==> config.mk <==
export PLATFORM = sky130hd
export DESIGN_NAME = rtc_spi_slave
export DESIGN_NICKNAME = d
export VERILOG_FILES = /design/src/rtl/rtc_spi_pkg.sv /design/src/rtl/spi_pin_sync.sv /design/src/rtl/rtc_reg_store.sv /design/src/rtl/rtc_spi_slave.sv
export SDC_FILE = /design/constraint.sdc
export NUM_CORES = 2
export LEC_CHECK = 0
export BUFFER_PORTS_ARGS = -buffer_cell sky130_fd_sc_hd__buf_2
export CAP_MARGIN = 20
export CORE_ASPECT_RATIO = 1.1
export CORE_MARGIN = 5
export CORE_UTILIZATION = 40
export CTS_CLUSTER_SIZE = 10
export DETAILED_ROUTE_END_ITERATION = 16
export PLACE_DENSITY_LB_ADDON = 0.25
export SYNTH_ARGS = -nofsm -noshare
export SYNTH_HDL_FRONTEND = slang
export SYNTH_SLANG_ARGS = --single-unit
==> constraint.sdc <==
create_clock -name clk -period 3.35 [get_ports clk]
set_input_delay 0.67 -clock clk [delete_from_list [all_inputs] [get_ports clk]]
set_output_delay 0.67 -clock clk [all_outputs]
set_load 0.01 [all_outputs]
==> src/rtl/rtc_spi_pkg.sv <==
`timescale 1ns/1ps
package rtc_spi_pkg;

    typedef enum logic [1:0] {
        ST_IDLE = 2'd0,
        ST_ADDR = 2'd1,
        ST_WR   = 2'd2,
        ST_RD   = 2'd3
    } xfer_state_t;

    localparam int          ADDR_W        = 7;
    localparam int          RAM_BASE_INT  = 32;
    localparam int          NUM_PLAIN     = 18;
    localparam logic [6:0]  A_CTRL        = 7'h0F;
    localparam logic [6:0]  A_RAM_BASE    = 7'h20;
    localparam int          CTRL_WP_BIT   = 6;
    localparam logic [7:0]  CTRL_KEEP     = 8'h47;
    localparam logic [7:0]  CTRL_RESET    = 8'h40;

endpackage

==> src/rtl/spi_pin_sync.sv <==
`timescale 1ns/1ps
module spi_pin_sync #(
    parameter int WIDTH  = 3,
    parameter int STAGES = 2
) (
    input  logic             clk,
    input  logic             rst_n,
    input  logic [WIDTH-1:0] pin_i,
    output logic [WIDTH-1:0] lvl_o,
    output logic [WIDTH-1:0] rise_o,
    output logic [WIDTH-1:0] fall_o
);
    logic [STAGES-1:0][WIDTH-1:0] sy_q;
    logic [WIDTH-1:0]             prev_q;

    always_ff @(posedge clk or negedge rst_n) begin
        if (!rst_n) begin
            sy_q   <= '0;
            prev_q <= '0;
        end else begin
            sy_q   <= {sy_q[STAGES-2:0], pin_i};
            prev_q <= sy_q[STAGES-1];
        end
    end

    assign lvl_o  = sy_q[STAGES-1];
    assign rise_o = sy_q[STAGES-1] & ~prev_q;
    assign fall_o = ~sy_q[STAGES-1] & prev_q;

endmodule

==> src/rtl/rtc_reg_store.sv <==
`timescale 1ns/1ps
module rtc_reg_store
    import rtc_spi_pkg::*;
#(
    parameter int UR_DEPTH = 96
) (
    input  logic              clk,
    input  logic              rst_n,
    input  logic              wr_en,
    input  logic [ADDR_W-1:0] wr_addr,
    input  logic [7:0]        wr_data,
    input  logic [ADDR_W-1:0] rd_addr,
    output logic [7:0]        rd_data
);
    localparam int RW = $clog2(UR_DEPTH);

    logic [NUM_PLAIN-1:0][7:0] plain_q;
    logic [UR_DEPTH-1:0][7:0]  ram_q;
    logic [7:0]                ctrl_q;
    logic                      wp;
    logic [ADDR_W-1:0]         wr_off, rd_off;
    logic                      wr_plain, wr_ram, rd_plain, rd_ram;

    assign wp       = ctrl_q[CTRL_WP_BIT];
    assign wr_off   = wr_addr - A_RAM_BASE;
    assign rd_off   = rd_addr - A_RAM_BASE;
    assign wr_plain = (wr_addr < 7'd18) && (wr_addr != A_CTRL);
    assign rd_plain = (rd_addr < 7'd18) && (rd_addr != A_CTRL);
    assign wr_ram   = (wr_addr >= A_RAM_BASE) && ({1'b0, wr_off} < 8'(UR_DEPTH));
    assign rd_ram   = (rd_addr >= A_RAM_BASE) && ({1'b0, rd_off} < 8'(UR_DEPTH));

    always_ff @(posedge clk or negedge rst_n) begin
        if (!rst_n) begin
            plain_q <= '0;
            ram_q   <= '0;
            ctrl_q  <= CTRL_RESET;
        end else if (wr_en) begin
            if (wr_addr == A_CTRL) begin
                if (wp) ctrl_q[CTRL_WP_BIT] <= wr_data[CTRL_WP_BIT];
                else    ctrl_q <= wr_data & CTRL_KEEP;
            end else if (!wp) begin
                if (wr_plain)    plain_q[wr_addr[4:0]] <= wr_data;
                else if (wr_ram) ram_q[wr_off[RW-1:0]] <= wr_data;
            end
        end
    end

    always_comb begin
        rd_data = 8'h00;
        if (rd_addr == A_CTRL) rd_data = ctrl_q;
        else if (rd_plain)     rd_data = plain_q[rd_addr[4:0]];
        else if (rd_ram)       rd_data = ram_q[rd_off[RW-1:0]];
    end


    wp_blocks_chk: assert property (@(posedge clk) disable iff (!rst_n)
        (wr_en && wp && wr_addr != A_CTRL) |=> ($stable(plain_q) && $stable(ram_q)));


    ctrl_guard_chk: assert property (@(posedge clk) disable iff (!rst_n)
        (wr_en && wp && wr_addr == A_CTRL) |=> (ctrl_q[2:0] == $past(ctrl_q[2:0])));


    gap_ignore_chk: assert property (@(posedge clk) disable iff (!rst_n)
        (wr_en && wr_addr >= 7'h12 && wr_addr < A_RAM_BASE)
        |=> ($stable(plain_q) && $stable(ram_q) && $stable(ctrl_q)));

endmodule

==> src/rtl/rtc_spi_slave.sv <==
`timescale 1ns/1ps
module rtc_spi_slave
    import rtc_spi_pkg::*;
#(
    parameter int UR_DEPTH    = 96,
    parameter int SYNC_STAGES = 2
) (
    input  logic clk,
    input  logic rst_n,
    input  logic spi_ce,
    input  logic spi_sck,
    input  logic spi_mosi,
    output logic spi_miso
);
    localparam logic [ADDR_W-1:0] RAM_LAST = 7'(RAM_BASE_INT + UR_DEPTH - 1);

    logic [2:0]        pin_lvl, pin_rise, pin_fall;
    logic              ce_s, sck_rise, sck_fall, mosi_s, unused_edges;
    xfer_state_t       state_q, state_d;
    logic [2:0]        bit_cnt_q;
    logic [6:0]        rx_q;
    logic [7:0]        rx_byte, tx_q, rd_data;
    logic [ADDR_W-1:0] ptr_q, ptr_next, ld_addr;
    logic              byte_done, wr_en, miso_q;

    spi_pin_sync #(.WIDTH(3), .STAGES(SYNC_STAGES)) u_sync (
        .clk    (clk),
        .rst_n  (rst_n),
        .pin_i  ({spi_ce, spi_sck, spi_mosi}),
        .lvl_o  (pin_lvl),
        .rise_o (pin_rise),
        .fall_o (pin_fall)
    );

    assign ce_s         = pin_lvl[2];
    assign mosi_s       = pin_lvl[0];
    assign sck_rise     = pin_rise[1];
    assign sck_fall     = pin_fall[1];
    assign unused_edges = ^{pin_rise[2], pin_rise[0], pin_fall[2], pin_fall[0]};

    assign rx_byte   = {rx_q, mosi_s};
    assign byte_done = ce_s && sck_fall && (bit_cnt_q == 3'd7) && (state_q != ST_IDLE);
    assign ptr_next  = (ptr_q == RAM_LAST) ? A_RAM_BASE : ptr_q + 7'd1;
    assign ld_addr   = (state_q == ST_ADDR) ? rx_byte[6:0] : ptr_next;
    assign wr_en     = byte_done && (state_q == ST_WR);

    rtc_reg_store #(.UR_DEPTH(UR_DEPTH)) u_store (
        .clk     (clk),
        .rst_n   (rst_n),
        .wr_en   (wr_en),
        .wr_addr (ptr_q),
        .wr_data (rx_byte),
        .rd_addr (ld_addr),
        .rd_data (rd_data)
    );

    // next-state logic
    always_comb begin
        state_d = state_q;
        if (!ce_s) begin
            state_d = ST_IDLE;
        end else begin
            unique case (state_q)
                ST_IDLE: state_d = ST_ADDR;
                ST_ADDR: if (byte_done) state_d = rx_byte[7] ? ST_WR : ST_RD;
                ST_WR:   state_d = ST_WR;
                ST_RD:   state_d = ST_RD;
            endcase
        end
    end

    // state register
    always_ff @(posedge clk or negedge rst_n) begin
        if (!rst_n) state_q <= ST_IDLE;
        else        state_q <= state_d;
    end

    // datapath and output register
    always_ff @(posedge clk or negedge rst_n) begin
        if (!rst_n) begin
            bit_cnt_q <= '0;
            rx_q      <= '0;
            ptr_q     <= '0;
            tx_q      <= '0;
            miso_q    <= 1'b0;
        end else begin
            if (state_q == ST_IDLE || !ce_s) begin
                bit_cnt_q <= '0;
            end else if (sck_fall) begin
                bit_cnt_q <= bit_cnt_q + 3'd1;
                rx_q      <= rx_byte[6:0];
            end
            if (byte_done) begin
                ptr_q <= ld_addr;
                tx_q  <= rd_data;
            end
            if (state_q != ST_RD) begin
                miso_q <= 1'b0;
            end else if (sck_rise) begin
                miso_q <= tx_q[7];
                tx_q   <= {tx_q[6:0], 1'b0};
            end
        end
    end

    assign spi_miso = miso_q;


    cmd_decode_chk: assert property (@(posedge clk) disable iff (!rst_n)
        (state_q == ST_ADDR && byte_done) |=> ((state_q == ST_WR) == $past(rx_byte[7])));


    ce_drop_chk: assert property (@(posedge clk) disable iff (!rst_n)
        $fell(ce_s) |=> (state_q == ST_IDLE));


    miso_quiet_chk: assert property (@(posedge clk) disable iff (!rst_n)
        ($past(state_q) != ST_RD) |-> !spi_miso);


    ram_wrap_chk: assert property (@(posedge clk) disable iff (!rst_n)
        (byte_done && state_q != ST_ADDR && ptr_q == RAM_LAST) |=> (ptr_q == A_RAM_BASE));

endmodule

## Word-level counts from Yosys, hierarchy flattened

Cells that the tools add are included.

| storage, ports and cells | value |
|---|---|
| ROM bits | 0 |
| output and inout bits | 1 |
| memories kept | 0 |
| logic and storage cells | 207 |
| register bits | 952 |
| RAM bits | 0 |
| bits in latches | 0 |

| operators by class | value |
|---|---|
| $lt $le $gt $ge | 12 |
| reductions and logical operators | 21 |
| eq/ne operators | 11 |
| muxes and demuxes | 26 |
| shift-type cells | 0 |
| div/mod/pow operators | 0 |
| add/subtract/negate cells | 4 |
| multiply operators | 0 |
| bitwise gates (word level) | 8 |

Operators by type and width:

| cell | number |
|---|---|
| 768-bit bitwise mux | 1 |
| 144-bit bitwise mux | 1 |
| 8-bit 2-to-1 mux | 10 |
| 8-bit binary-select mux with 7-bit select | 1 |
| 8-bit demux with 7-bit select | 1 |
| 8-bit binary-select mux with 5-bit select | 1 |
| 8-bit demux with 5-bit select | 1 |
| 7-bit by 8-bit less-than comparator with 1-bit output, second input constant | 2 |
| 7-bit by 4-bit == test with 1-bit output, second input constant | 2 |
| 7-bit by 6-bit greater-or-equal comparator with 1-bit output, second input constant | 2 |
| 7-bit by 5-bit less-than comparator with 1-bit output, second input constant | 2 |
| 7-bit less-than comparator, second input constant | 2 |
| 7-bit 2-to-1 mux | 2 |
| 7-bit by 4-bit != test with 1-bit output, second input constant | 2 |
| 7-bit by 6-bit subtractor with 7-bit output, second input constant | 2 |
| 5-bit by 6-bit less-than comparator with 1-bit output, second input constant | 2 |
| 1-bit logical AND | 10 |
| 2-bit case mux with 4 select lines | 1 |
| 7-bit by 1-bit adder with 7-bit output, second input constant | 1 |
| 7-bit == test, second input constant | 1 |
| 7-bit by 1-bit greater-or-equal comparator with 1-bit output, second input constant | 1 |
| 3-bit 2-to-1 mux | 2 |
| 2-bit nonzero test | 3 |
| 5-bit by 1-bit greater-or-equal comparator with 1-bit output, second input constant | 1 |
| 18 further kinds | 28 |

## Depth between registers and ports, before layout

| depth | value |
|---|---|
| depth in word-level cells | 12 |
| mapped depth | 17 |
| gate-level depth less buffers | 14 |

## Cells and area by module

Synthesis repeated with hierarchy kept, for this count alone.

| unflattened totals | value |
|---|---|
| cells, all modules | 2877 |
| area, all modules | 43787.0 um^2 |

Modules (own cells, without submodules):

| module | cells an instance | area each (um^2) | instances |
|---|---|---|---|
| rtc_reg_store | 2720 | 42052.8 | 1 |
| rtc_spi_slave | 139 | 1433.9 | 1 |
| spi_pin_sync | 18 | 300.3 | 1 |

## Worst setup path after synthesis

No wires, ideal clock.

| path | value |
|---|---|
| path type | register to register |
| start point | register ptr_q[1] |
| end point | register tx_q[6] |
| path buffers | 3 |
| arrival time | 3.219 ns |
| data required time | 3.272 ns |
| path slack | 0.053 ns |
| stages on the path, launching flop included | 14 |
| clock period less this slack | 3.297 ns |
| cells stage by stage | dfrtp_1 -> buf_2 -> nand3_1 -> or3_1 -> a31oi_1 -> inv_1 -> clkbuf_1 -> ha_1 -> buf_1 -> nor3_1 -> o211ai_1 -> or4_1 -> a41oi_1 -> o21bai_1 |

| between the ends | value |
|---|---|
| cells in the longest elaborated chain, start to end | 12 |
| elaborated cells between the ends (all ways) | 22 |
| classes of those cells | add/sub (2); order compare (3); eq/ne (3); mux (12); reduce/logical (2) |

Ends and longest elaborated chain:

| what | RTL line | text |
|---|---|---|
| from (decl) | rtc_spi_slave.sv:23 | `logic [ADDR_W-1:0] ptr_q, ptr_next, ld_addr;` |
| from (signal assigned) | rtc_spi_slave.sv:94 | `ptr_q <= ld_addr;` |
| 7-bit by 1-bit adder with 7-bit output or 7-bit == test (tied branches) | rtc_spi_slave.sv:43 | `assign ptr_next = (ptr_q == RAM_LAST) ? A_RAM_BASE : ptr_q + 7'd1;` |
| 7-bit 2-to-1 mux * | rtc_spi_slave.sv:43 |  |
| 7-bit 2-to-1 mux * | rtc_spi_slave.sv:44 | `assign ld_addr = (state_q == ST_ADDR) ? rx_byte[6:0] : ptr_next;` |
| 7-bit by 6-bit subtractor with 7-bit output | rtc_reg_store.sv:26 | `assign rd_off = rd_addr - A_RAM_BASE;` |
| 8-bit binary-select mux with 7-bit select or 7-bit less-than comparator (tied branches) | rtc_reg_store.sv:52, rtc_reg_store.sv:30 |  |
| 8-bit 2-to-1 mux (not written as such) or 1-bit logical AND (tied branches) | rtc_reg_store.sv:52, rtc_reg_store.sv:30 |  |
| 8-bit 2-to-1 mux | rtc_reg_store.sv:52 | `else if (rd_ram) rd_data = ram_q[rd_off[RW-1:0]];` |
| 8-bit 2-to-1 mux | rtc_reg_store.sv:51 | `else if (rd_plain) rd_data = plain_q[rd_addr[4:0]];` |
| 8-bit 2-to-1 mux * | rtc_reg_store.sv:50 | `if (rd_addr == A_CTRL) rd_data = ctrl_q;` |
| 8-bit 2-to-1 mux * | rtc_spi_slave.sv:93 | `if (byte_done) begin` |
| 8-bit 2-to-1 mux | rtc_spi_slave.sv:99 | `end else if (sck_rise) begin` |
| 8-bit 2-to-1 mux * | rtc_spi_slave.sv:97 | `if (state_q != ST_RD) begin` |
| to (signal assigned) | rtc_spi_slave.sv:95 | `tx_q <= rd_data;` |
| to (signal assigned) | rtc_spi_slave.sv:101 | `tx_q <= {tx_q[6:0], 1'b0};` |
| to (decl) | rtc_spi_slave.sv:22 | `logic [7:0] rx_byte, tx_q, rd_data;` |

Mark *: on every way between the ends. The rest lies on a longest branch, timed or not. The select of a mux whose other input is x is not followed.
A chain may end at the register's enable or synchronous reset.

## Worst setup path in the final report

| path | value |
|---|---|
| start point | register state_q[0] |
| end point | register tx_q[1] |

| between the ends | value |
|---|---|
| cells in the longest elaborated chain, start to end | 11 |
| elaborated cells between the ends (all ways) | 23 |
| classes of those cells | add/sub (1); order compare (3); eq/ne (4); mux (11); reduce/logical (4) |

Ends and longest elaborated chain:

| what | RTL line | text |
|---|---|---|
| from (decl) | rtc_spi_slave.sv:19 | `xfer_state_t state_q, state_d;` |
| from (signal assigned) | rtc_spi_slave.sv:75 | `else state_q <= state_d;` |
| 2-bit by 1-bit == test with 1-bit output | rtc_spi_slave.sv:44 |  |
| 7-bit 2-to-1 mux | rtc_spi_slave.sv:44 |  |
| 7-bit by 6-bit subtractor with 7-bit output | rtc_reg_store.sv:26 |  |
| 8-bit binary-select mux with 7-bit select or 7-bit less-than comparator (tied branches) | rtc_reg_store.sv:52, rtc_reg_store.sv:30 |  |
| 8-bit 2-to-1 mux (not written as such) or 1-bit logical AND (tied branches) | rtc_reg_store.sv:52, rtc_reg_store.sv:30 |  |
| 8-bit 2-to-1 mux | rtc_reg_store.sv:52 |  |
| 8-bit 2-to-1 mux | rtc_reg_store.sv:51 |  |
| 8-bit 2-to-1 mux | rtc_reg_store.sv:50 |  |
| 8-bit 2-to-1 mux | rtc_spi_slave.sv:93 |  |
| 8-bit 2-to-1 mux | rtc_spi_slave.sv:99 |  |
| 8-bit 2-to-1 mux * | rtc_spi_slave.sv:97 |  |

Marked as above.

==> flow_metrics.env <==
export IMPL_status="completed"
export IMPL_port_buffers=5
export IMPL_final_common_cell="dfrtp_1"
export IMPL_max_cap_violations=0
export IMPL_end_kind="register"
export IMPL_synth_area_top_cells="dfrtp_1 52%, mux2_2 22%, nand2_1 3.9%"
export IMPL_p_leak_uw=0.0258
export IMPL_clockBufferDepth=3
export IMPL_synth_mux_area_fraction_pct=24.8
export IMPL_min_period_ps=3340
export IMPL_grt_overflow_total=0
export IMPL_layout_drive_gt1_share_pct=40.5
export IMPL_root_buffer="clkbuf_16"
export IMPL_vias=33200
export IMPL_die_area_um2=120000
export IMPL_seq_area_frac_synth_pct=52.5
export IMPL_worstPathMaxFanout=11
export IMPL_synth_fa_ha_area_share_pct=0.221
export IMPL_area_growth_syn_to_layout_pct=18.3
export IMPL_synthXorXnorAreaFrac_pct=0.116
export IMPL_p_sw_share_pct=29.6
export IMPL_nets=4046
export IMPL_h_tree_depth=3
export IMPL_syn_inst=3771
export IMPL_setup_viol=0
export IMPL_dr_pass1_iters=6
export IMPL_crit_type="reg2reg"
export IMPL_dp_cells=5413
export IMPL_critical_path_slowest_cell="a2111oi_2"
export IMPL_core_um2=112000
export IMPL_numCtsBuffers=108
export IMPL_crit_start="state_q[0]$_DFFE_PN0P_"
export IMPL_start_util_pct=40.3
export IMPL_rrSetupSlack_ps=9
export IMPL_yosys_warnings=0
export IMPL_maxSlewViolCount=0
export IMPL_dp_hpwl_mm=99.3
export IMPL_r2r_end="tx_q[1]$_DFF_PN0_"
export IMPL_grt_max_degree=125
export IMPL_synth_top_area_share_pct=52.4
export IMPL_cts_sinks=951
export IMPL_synthArstFlopShare_pct=100
export IMPL_die_h_um=363
export IMPL_route_detailed_drc=0
export IMPL_track_usage_pct=24.8
export IMPL_wirelength_mm=151
export IMPL_ys_ff_latch=951
export IMPL_fp_dieW_um=331
export IMPL_yosysUniqueCellTypes=83
export IMPL_p_seq_share_pct=42.9
export IMPL_grt_pass1_wl_mm=226
export IMPL_fin_cells=5569
export IMPL_syn_nets=3784
export IMPL_post_drt_via_cell_ratio=5.96
export IMPL_synth_compound_area_share_pct=8.98
export IMPL_crit_end="tx_q[1]$_DFF_PN0_"
export IMPL_required_ps=4000
export IMPL_rows=129
export IMPL_finClkSkew_ps=39.7
export IMPL_power_density_nw_per_um2=504
export IMPL_antenna_left=0
export IMPL_diodes=0
export IMPL_hold_viol=0
export IMPL_critical_path_max_stage_delay_ps=540
export IMPL_grt_pass1_vias=33400
export IMPL_synth_top_family_by_area="multiplexers"
export IMPL_routedWlPerCell_um=27.0
export IMPL_power_frac_comb_pct=17.7
export IMPL_crit_chain="nor2b_1, buf_4, buf_4, nand2_1, nor2_1, or2_2, buf_12, buf_4, o21ai_1, a21oi_1, a2111oi_2, buf_4, nor4_1, o21ai_1"
export IMPL_antenna_found_initial=2
export IMPL_final_cell_mix="938 x dfrtp_1, 879 x mux2_2, 465 x nand2_1"
export IMPL_max_slew_worst_pin_slew_ps=1180
export IMPL_power_net_switching_uw=8010
export IMPL_tritoncts="built"
export IMPL_place_congestion=1.00
export IMPL_ys_flop_type="dfrtp_1"
export IMPL_hp_class="in2reg"
export IMPL_yosysTopAreaCell="dfrtp_1"
export IMPL_syn_area_um2=45400
export IMPL_rsz0062_at_grt="true"
export IMPL_io_pins=6
export IMPL_finalCritPeriodShare_pct=99.7
export IMPL_fmax_mhz=299
export IMPL_clkPwrFrac_pct=39.4
export IMPL_cp_common_cell="buf_4"
export IMPL_critPathLaunchType="register"
export IMPL_synth_edf_count=0
export IMPL_clkLatencyLatePin_ps=730
export IMPL_utilization_pct=47.7
export IMPL_avgSynthCellArea_um2=12.0
export IMPL_r2r_start="state_q[0]$_DFFE_PN0P_"
export IMPL_worstPathArrival_ps=3990
export IMPL_vdd_drop_max_mv=0.451
export IMPL_max_slew_margin_pct=21.2
export IMPL_reg2regPathDepth=14
export IMPL_dr_first_iter_drc_count=2988
export IMPL_synth_simple_area_share_pct=10.2
export IMPL_p_int_uw=19100
export IMPL_clk_pin_slew_ps=60
export IMPL_power_total_uw=27100
## layout make-up
cell class                      instances  area (um^2)
Fill cell                           10200        58800
Sequential cell                       951        23800
Multi-Input combinational cell       2490        20400
Timing Repair Buffer                  474         4550
Clock buffer                          132         2870
Tap cell                             1506         1880
Clock inverter                          8          126
Inverter                                8         30.0
## cell usage after synthesis (9+ instances only)
cell type,count
nor2_8,11
o21ai_0,82
buf_4,19
mux4_2,31
nor3_1,21
nor2_4,17
nor2_1,58
o221ai_1,9
o211ai_1,9
and3_1,166
o22ai_1,25
nand2_1,475
clkbuf_1,182
a32oi_1,37
a211oi_1,169
a31oi_1,67
a21oi_1,68
nor2_2,32
mux2_2,879
mux2i_1,18
buf_2,101
mux2_1,41
buf_1,12
nand3_1,92
dfrtp_1,950
a311oi_1,43
## stage by stage
step / cell area [um^2] / worst slack [ps] / hold WS [ps] / TNS [ps]
2_1_floorplan: 45400 / 52.7 / 331 / 0
6_report: 53700 / 8.82 / 55.7 / 0
5_1_grt: 53700 / -28.4 / 26.8 / -211
3_5_place_dp: 50100 / -596 / 343 / -1440
3_3_place_gp: 50100 / -444 / 344 / -1160
4_1_cts: 53300 / -45.9 / 0.237 / -124
## power by group through the flow
stage | Clock, uW | Sequential [uW] | Combinational [uW]
after floorplan | 0 | 11700 | 1890
after global placement | 0 | 11800 | 4540
after detailed placement | 0 | 11800 | 4540
after CTS | 10900 | 11600 | 4610
after global routing | 11300 | 11600 | 4960
final | 10700 | 11600 | 4800
## logic make-up after synthesis
family	count (synthesis)
AO/OA/AOI/OAI	581
multiplexers	969
flip-flops	951
XOR/XNOR	6
AND/OR/NAND/NOR	926
buffers and inverters	330
adder cells (fa/ha/maj)	8
## critical path, delay by kind of cell, from the launching register on
kind	cells	cell delay, ps
AO/OA/AOI/OAI	4	1050
buffers and inverters	5	860
flip-flops	1	460
AND/OR/NAND/NOR	5	870
## how the worst min path moves through the flow
stage                                  start                         to  slack (ps)  cells after the start
floorplan           u_sync.sy_q[0]$_DFF_PN0_  u_sync.lvl_o[0]$_DFF_PN0_         330                      0
global placement    u_sync.sy_q[1]$_DFF_PN0_  u_sync.lvl_o[1]$_DFF_PN0_         340                      0
detailed placement  u_sync.sy_q[0]$_DFF_PN0_  u_sync.lvl_o[0]$_DFF_PN0_         340                      0
CTS                                 spi_mosi   u_sync.sy_q[0]$_DFF_PN0_         0.2                      1
global route                        spi_mosi   u_sync.sy_q[0]$_DFF_PN0_          30                      1
finish                              spi_mosi   u_sync.sy_q[0]$_DFF_PN0_          60                      1
## layer usage
| layer | share of wire [%] | up-vias | GRT usage, % |
|---|---|---|---|
| met5 | 0.0086 | - | 0 |
| met4 | 3.8 | 2 | 8.74 |
| met3 | 5.9 | 285 | 3.83 |
| met2 | 46 | 1099 | 38.3 |
| met1 | 45 | 17500 | 35.7 |
| li1 | - | 14300 | - |
## registers in the layout (all words and copies together) (netlist names), 2 cells and up
name	flops
bit_cnt_q	3
ptr_q	7
rx_q	7
state_q	2
tx_q	8
u_store.ctrl_q	4
u_store.plain_q	144
u_store.ram_q	768
u_sync.lvl_o	3
u_sync.sy_q	3
## repair_timing
| item | in CTS | in global routing |
|---|---|---|
| setup buffers | 5 | 5 |
| gates cloned | 0 | 4 |
| gates resized for setup | 20 | 54 |
| setup endpoints to repair | 8 | 59 |
| pin swaps | 2 | 8 |
| hold endpoints to repair | 16 | 0 |
| hold buffers | 1 | 0 |
Note: power is estimated with default switching activity, not from simulation.
